File: src/rtl/mxq_pkg.sv
`timescale 1ns/1ps
package mxq_pkg;
  localparam int MXQ_BLOCK = 32;
  localparam int MXQ_IDX_W = $clog2(MXQ_BLOCK);
  localparam int MXQ_FP_W  = 32;
  localparam int MXQ_LANES = 2;

  typedef enum logic {FMT_E4M3 = 1'b0, FMT_E2M1 = 1'b1} mxFmt_e;

  typedef struct packed {
    logic                 load;
    logic                 first;
    logic [MXQ_IDX_W-1:0] wrIdx;
    logic                 emit;
    logic [MXQ_IDX_W:0]   emitIdx;
  } mxqStrobe_t;

  function automatic int fmtEmax(mxFmt_e f);
    return (f == FMT_E2M1) ? 2 : 8;
  endfunction
  function automatic int fmtEmin(mxFmt_e f);
    return (f == FMT_E2M1) ? 0 : -6;
  endfunction
  function automatic int fmtMant(mxFmt_e f);
    return (f == FMT_E2M1) ? 1 : 3;
  endfunction
  function automatic int fmtMaxCode(mxFmt_e f);
    return (f == FMT_E2M1) ? 7 : 126;
  endfunction
  function automatic int fmtSignPos(mxFmt_e f);
    return (f == FMT_E2M1) ? 3 : 7;
  endfunction
endpackage

File: src/rtl/mxq_ctrl.sv
`timescale 1ns/1ps
module mxq_ctrl
  import mxq_pkg::*;
(
  input  logic       clk,
  input  logic       rstN,
  input  logic       inValid,
  input  mxFmt_e     fmtQ,
  output logic       inReady,
  output mxqStrobe_t strobe
);
  typedef enum logic {ST_LOAD, ST_EMIT} state_e;
  localparam logic [MXQ_IDX_W:0] LAST_LOAD = (MXQ_IDX_W+1)'(MXQ_BLOCK - 1);
  localparam logic [MXQ_IDX_W:0] LAST_WIDE = (MXQ_IDX_W+1)'(MXQ_BLOCK);
  localparam logic [MXQ_IDX_W:0] LAST_NARW = (MXQ_IDX_W+1)'(MXQ_BLOCK / 2);

  state_e state;
  logic [MXQ_IDX_W:0] cnt;
  logic [MXQ_IDX_W:0] lastEmit;
  logic accept;

  assign lastEmit = (fmtQ == FMT_E2M1) ? LAST_NARW : LAST_WIDE;
  assign inReady  = (state == ST_LOAD);
  assign accept   = inReady && inValid;

  always_comb begin
    strobe         = '0;
    strobe.load    = accept;
    strobe.first   = accept && (cnt == '0);
    strobe.wrIdx   = cnt[MXQ_IDX_W-1:0];
    strobe.emit    = (state == ST_EMIT);
    strobe.emitIdx = cnt;
  end

  always_ff @(posedge clk or negedge rstN) begin
    if (!rstN) begin
      state <= ST_LOAD;
      cnt   <= '0;
    end else if (state == ST_LOAD) begin
      if (accept) begin
        if (cnt == LAST_LOAD) begin
          state <= ST_EMIT;
          cnt   <= '0;
        end else begin
          cnt <= cnt + 1'b1;
        end
      end
    end else begin
      if (cnt == lastEmit) begin
        state <= ST_LOAD;
        cnt   <= '0;
      end else begin
        cnt <= cnt + 1'b1;
      end
    end
  end
endmodule

File: src/rtl/mxq_datapath.sv
`timescale 1ns/1ps
module mxq_datapath
  import mxq_pkg::*;
(
  input  logic                clk,
  input  logic                rstN,
  input  mxqStrobe_t          strobe,
  input  logic [MXQ_FP_W-1:0] inData,
  input  logic                fmtSel,
  output mxFmt_e              fmtQ,
  output logic                outValid,
  output logic [7:0]          outData
);
  logic [MXQ_FP_W-1:0] groupMem [MXQ_BLOCK];
  logic [7:0] maxExp;
  logic       nanSeen;
  logic [7:0] scaleByte;
  logic [7:0] laneCode [MXQ_LANES];
  logic [7:0] inExp;

  assign inExp = inData[30:23];

  function automatic logic [7:0] quantElem(logic [MXQ_FP_W-1:0] x, logic [7:0] scl, mxFmt_e f);
    logic [31:0] sig;
    logic [31:0] q;
    logic [31:0] gbit;
    logic sticky;
    int u, ue, s, code;
    logic [7:0] r;
    sig = {8'd0, 1'b1, x[22:0]};
    u   = int'(x[30:23]) - int'(scl);
    ue  = (u < fmtEmin(f)) ? fmtEmin(f) : u;
    s   = 23 - fmtMant(f) + (ue - u);
    if (s > 25) s = 25;
    q      = sig >> s;
    gbit   = (sig >> (s - 1)) & 32'd1;
    sticky = (sig & ((32'd1 << (s - 1)) - 32'd1)) != 32'd0;
    if (gbit[0] && (sticky || q[0])) q = q + 32'd1;
    code = ((ue - fmtEmin(f)) << fmtMant(f)) + int'(q);
    if (q == 32'd0) code = 0;
    if (code > fmtMaxCode(f)) code = fmtMaxCode(f);
    if (x[30:23] == 8'd0) code = 0;
    r = 8'(code);
    if (code != 0 && x[31]) r = r | (8'd1 << fmtSignPos(f));
    return r;
  endfunction

  always_ff @(posedge clk) begin
    if (strobe.load) groupMem[strobe.wrIdx] <= inData;
  end

  always_ff @(posedge clk or negedge rstN) begin
    if (!rstN) begin
      maxExp  <= '0;
      nanSeen <= 1'b0;
      fmtQ    <= FMT_E4M3;
    end else if (strobe.load) begin
      if (strobe.first) begin
        fmtQ    <= mxFmt_e'(fmtSel);
        maxExp  <= (inExp == 8'hFF) ? 8'd0 : inExp;
        nanSeen <= (inExp == 8'hFF);
      end else begin
        if (inExp != 8'hFF && inExp > maxExp) maxExp <= inExp;
        if (inExp == 8'hFF) nanSeen <= 1'b1;
      end
    end
  end

  always_comb begin
    int sc;
    sc = int'(maxExp) - fmtEmax(fmtQ);
    if (sc < 0) sc = 0;
    if (sc > 254) sc = 254;
    scaleByte = nanSeen ? 8'hFF : 8'(sc);
  end

  for (genvar ln = 0; ln < MXQ_LANES; ln++) begin : g_lane
    logic [MXQ_IDX_W-1:0] rdIdx;
    always_comb begin
      int ri;
      ri = (fmtQ == FMT_E2M1) ? (2 * (int'(strobe.emitIdx) - 1) + ln)
                              : (int'(strobe.emitIdx) - 1);
      if (ri < 0) ri = 0;
      rdIdx = MXQ_IDX_W'(ri);
    end
    assign laneCode[ln] = quantElem(groupMem[rdIdx], scaleByte, fmtQ);
  end

  always_ff @(posedge clk or negedge rstN) begin
    if (!rstN) begin
      outValid <= 1'b0;
      outData  <= '0;
    end else begin
      outValid <= strobe.emit;
      if (strobe.emit) begin
        if (strobe.emitIdx == '0)   outData <= scaleByte;
        else if (nanSeen)           outData <= 8'h00;
        else if (fmtQ == FMT_E2M1)  outData <= {laneCode[1][3:0], laneCode[0][3:0]};
        else                        outData <= laneCode[0];
      end
    end
  end
endmodule

File: src/rtl/mx_quantizer.sv
`timescale 1ns/1ps
module mx_quantizer
  import mxq_pkg::*;
(
  input  logic        clk,
  input  logic        rstN,
  input  logic        inValid,
  output logic        inReady,
  input  logic [31:0] inData,
  input  logic        fmtSel,
  output logic        outValid,
  output logic [7:0]  outData
);
  mxqStrobe_t strobe;
  mxFmt_e     fmtQ;

  mxq_ctrl u_ctrl (
    .clk(clk), .rstN(rstN), .inValid(inValid), .fmtQ(fmtQ),
    .inReady(inReady), .strobe(strobe)
  );

  mxq_datapath u_dp (
    .clk(clk), .rstN(rstN), .strobe(strobe), .inData(inData), .fmtSel(fmtSel),
    .fmtQ(fmtQ), .outValid(outValid), .outData(outData)
  );
endmodule

File: config.mk
export PLATFORM = sky130hd
export DESIGN_NAME = mx_quantizer
export DESIGN_NICKNAME = d
export VERILOG_FILES = /design/src/rtl/mxq_pkg.sv /design/src/rtl/mxq_ctrl.sv /design/src/rtl/mxq_datapath.sv /design/src/rtl/mx_quantizer.sv
export SDC_FILE = /design/constraint.sdc
export NUM_CORES = 2
export LEC_CHECK = 0
export ABC_CLOCK_PERIOD_IN_PS = 37000
export BUFFER_PORTS_ARGS = -buffer_cell sky130_fd_sc_hd__buf_4
export CAP_MARGIN = 15
export CORE_MARGIN = 3
export CORE_UTILIZATION = 25
export DETAILED_ROUTE_END_ITERATION = 10
export PLACE_DENSITY = 0.44
export SETUP_SLACK_MARGIN = 0.1
export SLEW_MARGIN = 30
export SYNTH_ARGS = -nofsm -noshare
export SYNTH_HDL_FRONTEND = slang
export SYNTH_SLANG_ARGS = --single-unit
export TNS_END_PERCENT = 20
File: constraint.sdc
create_clock -name clk -period 37 [get_ports clk]
set_input_delay 1.85 -clock clk [delete_from_list [all_inputs] [get_ports clk]]
set_output_delay 1.85 -clock clk [all_outputs]
set_load 0.05 [all_outputs]
After elaboration in Yosys (flattened, before gate mapping) --
Memories as Yosys holds them, arrays and structs flattened. Cells that the tools add are included.
Storage, ports and cells: output and inout port bits 10, register bits 26, memories 1, logic and storage cells 127, input bits 36, RAM bits 1024
Operators by class: eq/ne operators 4, $lt $le $gt $ge 11, bitwise logic cells 5, reductions and logical operators 24, $add $sub $neg 21, shift-type cells 9, muxes and demuxes 45
Memories:
- u_dp.groupMem | words 32, bits a word 32, read ports 2, clocked after memory_dff 0, write ports 1, RTL line mxq_datapath.sv:14 | logic [MXQ_FP_W-1:0] groupMem [MXQ_BLOCK];
Operators by type and width (number):
- 2-to-1 mux 32 bit | 15
- adder 32 bit | 4
- nonzero test 32 bit | 4
- subtractor 32 bit | 4
- 2-to-1 mux 8 bit | 9
- adder 32 x 1 -> 32 bit (second input constant) | 2
- bitwise AND 24 x 32 -> 32 bit | 2
- > comparator 32 bit | 2
- > comparator 32 x 6 -> 1 bit (second input constant) | 2
- zero test 32 bit | 2
- less-than comparator 32 x 1 -> 1 bit (second input constant) | 2
- less-than comparator 32 bit | 2
- << shifter 1 x 32 -> 32 bit (first input constant) | 2
- << shifter 32 x 32 -> 32 bit | 2
- >> shifter 24 x 32 -> 1 bit | 2
- >> shifter 24 x 32 -> 32 bit | 2
- subtractor 32 x 1 -> 32 bit (second input constant) | 2
- subtractor 32 x 2 -> 32 bit (second input constant) | 2
- > comparator 32 x 9 -> 1 bit (second input constant) | 1
- subtractor 9 x 32 -> 32 bit | 1
- 2-to-1 mux 6 bit | 5
- subtractor 8 x 8 -> 9 bit | 2
- zero test 8 bit | 2
- 2-to-1 mux 7 bit | 2
- 24 further kinds | 44

Logic depth before layout (Yosys ltp) --
depth after elaboration 33, depth in mapped cells 112

By module --
Synthesis repeated with hierarchy kept, for this count alone.
Second synthesis, totals: cells, all modules 6899, area, all modules 67054.3 µm²
By module, submodules not included:
- mxq_datapath | seq. area each 31224.9 µm², area an instance 66530.1 µm², times used 1, cells each 6846
- mxq_ctrl | seq. area each 175.2 µm², area an instance 524.3 µm², times used 1, cells each 53

Worst setup path after synthesis --
No wires, ideal clock.
path type register -> register, from register u_ctrl.cnt[0], to register u_dp.outData[7], buffers on the path 20, path slack 15.006 ns, data arrival time 21.869 ns, library setup time 0.125 ns, cell stages (with the launch flop) 101, cell sequence dfrtp_1 > buf_2 > inv_2 > clkbuf_1 > ha_1 > or3b_1 > buf_2 > o21ai_1 > buf_2 > buf_2 > buf_1 > buf_1 > clkbuf_1 > buf_2 > buf_2 > buf_1 > buf_1 > buf_1 > [65 not listed] > a21oi_1 > o21bai_1 > a21oi_1 > o21bai_1 > a21oi_1 > o21bai_1 > a21oi_1 > nor2b_1 > o41a_1 > o211a_1 > a21oi_1 > nand3_1 > or4_1 > or4_1 > o21ai_0 > a311o_1 > o311a_1 > a21oi_1
Between the ends: word-level cells in the longest chain between the ends 32
Ends and longest elaborated chain:
- from (decl) | RTL line mxq_ctrl.sv:18 | logic [MXQ_IDX_W:0] cnt;
- from (signal assigned) | RTL line mxq_ctrl.sv:45 | cnt <= cnt + 1'b1;
- from (signal assigned) | RTL line mxq_ctrl.sv:53 | cnt <= cnt + 1'b1;
- subtractor 6 x 1 -> 7 bit | RTL line mxq_datapath.sv:81, mxq_datapath.sv:82
- adder 8 x 2 -> 9 bit | RTL line mxq_datapath.sv:81 | ri = (fmtQ == FMT_E2M1) ? (2 * (int'(strobe.emitIdx) - 1) + ln)
- 2-to-1 mux 32 bit | RTL line mxq_datapath.sv:81
- less-than comparator 32 x 1 -> 1 bit | RTL line mxq_datapath.sv:83 | if (ri < 0) ri = 0;
- 2-to-1 mux 5 bit | RTL line mxq_datapath.sv:83
- memory (32 x 32 bit)
- subtractor 8 x 8 -> 9 bit | RTL line mxq_datapath.sv:31 | u = int'(x[30:23]) - int'(scl);
- less-than comparator 32 bit | RTL line mxq_datapath.sv:32 | ue = (u < fmtEmin(f)) ? fmtEmin(f) : u;
- [16 not listed]
- 2-to-1 mux 32 bit | RTL line mxq_datapath.sv:41 | if (code > fmtMaxCode(f)) code = fmtMaxCode(f);
- 2-to-1 mux 32 bit | RTL line mxq_datapath.sv:42 | if (x[30:23] == 8'd0) code = 0;
- nonzero test 32 bit | RTL line mxq_datapath.sv:44 | if (code != 0 && x[31]) r = r | (8'd1 << fmtSignPos(f));
- logical AND 1 bit | RTL line mxq_datapath.sv:44
- 2-to-1 mux 4 bit | RTL line mxq_datapath.sv:44
- 2-to-1 mux 8 bit | RTL line mxq_datapath.sv:98 | else if (fmtQ == FMT_E2M1) outData <= {laneCode[1][3:0], laneCode[0][3:0]};
- 2-to-1 mux 8 bit | RTL line mxq_datapath.sv:97 | else if (nanSeen) outData <= 8'h00;
- 2-to-1 mux 8 bit * | RTL line mxq_datapath.sv:96 | if (strobe.emitIdx == '0) outData <= scaleByte;
- to (signal assigned) | RTL line mxq_datapath.sv:96
- to (signal assigned) | RTL line mxq_datapath.sv:98
- to (signal assigned) | RTL line mxq_datapath.sv:99 | else outData <= laneCode[0];
- to (decl) | RTL line mxq_datapath.sv:12 | output logic [7:0] outData
Every way passes the cells marked *; elsewhere a longest branch is shown, timed or not. A chain may end at the register's enable or synchronous reset.

Worst setup path after layout --
from register u_ctrl.cnt[0], to register u_dp.outData[6]
The elaborated chain is that of the path after synthesis.

==> impl_metrics.tcl <==
set metrics [dict create \
    syn_to_final_growth_pct 13.1 \
    vias 64100 \
    dieArea_um2 287000 \
    core-area_um2 278000 \
    die_w_um 536 \
    max_slew_margin_pct 28.5 \
    n_fill_cell 28800 \
    hpwl_um 193000 \
    clock_latency_ps 780 \
    hold_violations 0 \
    max_freq_ghz 0.0375 \
    synth_top_area_cell "edfxtp_1" \
    wire_per_inst_um 28.0 \
    status "completed" \
    worst-r2r-setup-slack_ps 10340 \
    cts_tree "built" \
    grt.total_usage_pct 20.5 \
    synth_xor_area_share_pct 2.40 \
    avgViaCountPerCell 5.84 \
    antenna_found_initial 18 \
    htree_levels 4 \
    crit_type "reg2reg" \
    maxCapViolations 0 \
    synthMuxAreaShare_pct 4.21 \
    cp-start-kind "flop" \
    drt_iter0_markers 7365 \
    finalCriticalPeriod_ps 26660 \
    ctsRootBufferMaster "clkbuf_16" \
    max-clock-path-buffers 3 \
    worstReg2RegStart "u_ctrl.cnt[0]" \
    dp.cells 10700 \
    period_share_pct 72.0 \
    tns_ps 0 \
    critPathRequiredTime_ps 37600 \
    die_h_um 536 \
    first_global_vias 60800 \
    cpMostUsedCell "a21oi_1" \
    boundaryPins 46 \
    grt_max_degree 152 \
    synth_common_cells "1238 x nand2_1, 1024 x edfxtp_1, 472 x nand3_1" \
    yosysMostFrequentCell "nand2_1" \
    fin_hold_ws_ps 511 \
    synth_edf_count 1024 \
    syn_area_um2 70200 \
    synthSimpleGateAreaFrac_pct 19.8 \
    startpoint "u_ctrl.cnt[0]" \
    worst_pin_slew_ps 1070 \
    final_nets 7392 \
    endpoint "u_dp.outData[6]" \
    synth_compound_area_share_pct 21.0 \
    ys_top_cells_by_area "edfxtp_1 44%, nand2_1 6.6%, a221oi_1 4.7%, nand3_1 3.4%, ha_1 3.2%" \
    reg2reg_to "u_dp.outData[6]" \
    async_flop_share_pct 2.48 \
    drc 0 \
    maxSlewViolCount 0 \
    drive_above_1_share_pct 9.52 \
    ys.warnings.count 0 \
    critPathArrivalTime_ps 27250 \
    ctsHoldBuffers 0 \
    slowest_delay_ps 720 \
    syn-instance-count 7355 \
    synth_cell_types 135 \
    initial_utilization_pct 25.3 \
    yosysSeqAreaShare_pct 44.7 \
    ys.flop_type "edfxtp_1" \
    cts_inserted_buffers 130 \
    cp-end-kind "flop" \
    ant_nets 0 \
    path_clk_slew_ps 60 \
    num_rows 193 \
    grt_pass1_wl_um 440000 \
    finalWeightedCongestion 0.907 \
    first_pass_iters 6 \
    synth_top_family_by_area "compound AO/OA/AOI/OAI gates" \
    fin_skew_ps 19.7 \
    grt-ovfl-total 0 \
    cts_sinks 1050 \
    setup_viol 0 \
    synth_area_per_cell_um2 9.55 \
    r2r_cells 99 \
    port_buffers 45 \
    crit_path_top_delay_cell "a31oi_1" \
    final_cells 11000 \
    synth.top_cell.area_share_pct 43.8 \
    postSynthRegisterBits 1050 \
    crit_fanout 64 \
    final_util_pct 28.6 \
    rsz0062_at_grt "false" \
    synth_adder_area_share_pct 3.38 \
    wl_um 307000 \
    cts_resized 0 \
    cts_setup_buffers 0 \
    hp-class "reg2reg" \
]
## state kept, by name (all words and copies together), names as in the netlist
| name | flops |
|---|---|
| u_ctrl.state | 1 |
| u_dp.outData | 8 |
| u_dp.nanSeen | 1 |
| u_dp.maxExp | 8 |
| u_dp.outValid | 1 |
| u_dp.fmtQ | 1 |
| u_dp.groupMem | 1024 |
| u_ctrl.cnt | 6 |
## cell usage in the layout (no fill, tap or decap), types with 84 or more instances in the layout
master,netlist,layout
a211oi_1,86,84
a21oi_1,259,252
a221oi_1,380,380
a311oi_1,139,139
a31oi_1,88,84
and3_1,110,110
buf_4,28,233
clkbuf_16,0,136
edfxtp_1,1024,1024
ha_1,180,180
inv_1,153,153
mux2i_1,223,221
nand2_1,1238,1238
nand3_1,472,472
nor2_1,358,326
nor3_1,346,341
o21ai_0,211,210
xnor2_1,130,130
## layout make-up
class | count | area [um2] | area share, %
clock buffers | 171 | 3530 | 4.45
well taps | 3705 | 4640 | 5.84
clock inverters | 60 | 553 | 0.696
inverters | 164 | 616 | 0.775
repair buffers | 264 | 2400 | 3.02
multi-input cells | 5560 | 36300 | 45.7
diodes | 7 | 17.5 | 0.0221
flip-flops and latches | 1050 | 31400 | 39.5
## kinds of logic (layout without fill, tap and decap cells)
| logic type | Yosys count | count (layout) |
|---|---|---|
| AND/OR/NAND/NOR | 2970 | 2970 |
| AO/OA/AOI/OAI | 1936 | 1936 |
| flip-flops | 1050 | 1050 |
| buffers and inverters | 746 | 659 |
| multiplexers | 277 | 277 |
| XOR/XNOR | 189 | 189 |
| adder cells (fa/ha/maj) | 186 | 186 |
| other | 1 | 9 |
## worst min-delay path by stage
stage / startpoint / to / slack (ps) / depth (start not counted)
global placement: u_dp.maxExp[1] / u_dp.maxExp[1] / 470 / 2
detailed placement: u_dp.maxExp[1] / u_dp.maxExp[1] / 510 / 2
CTS: u_dp.maxExp[1] / u_dp.maxExp[1] / 520 / 2
floorplan: u_ctrl.state / u_dp.outValid / 390 / 0
finish: u_dp.maxExp[1] / u_dp.maxExp[1] / 510 / 2
global route: u_dp.maxExp[1] / u_dp.maxExp[1] / 540 / 2
## per-layer routing
| metal | GRT usage, % | wire [um] | vias to the layer above |
|---|---|---|---|
| met5 | 0 | 67 | - |
| met4 | 7.65 | 11700 | 10 |
| met3 | 3.50 | 23400 | 532 |
| met2 | 32.2 | 138000 | 3066 |
| met1 | 28.2 | 134000 | 32300 |
| li1 | - | - | 28300 |
## worst max-delay path: cells and delay by family (launching register included)
kind	cells	cell delay, ps
AO/OA/AOI/OAI	43	10940
multiplexers	3	1100
AND/OR/NAND/NOR	30	6290
flip-flops	1	340
adder cells (fa/ha/maj)	10	3550
XOR/XNOR	2	440
buffers and inverters	11	3570
## stage by stage
stage          setup WS, ps  cell area (um2)
2_1_floorplan         15010            70200
3_3_place_gp          11300            74800
3_5_place_dp          10970            75300
4_1_cts               10790            79400
5_1_grt                8690            79400
6_report              10340            79400
Power is not shown: default switching activity piles up to over one toggle a cycle in this logic, so the estimate is an artifact.
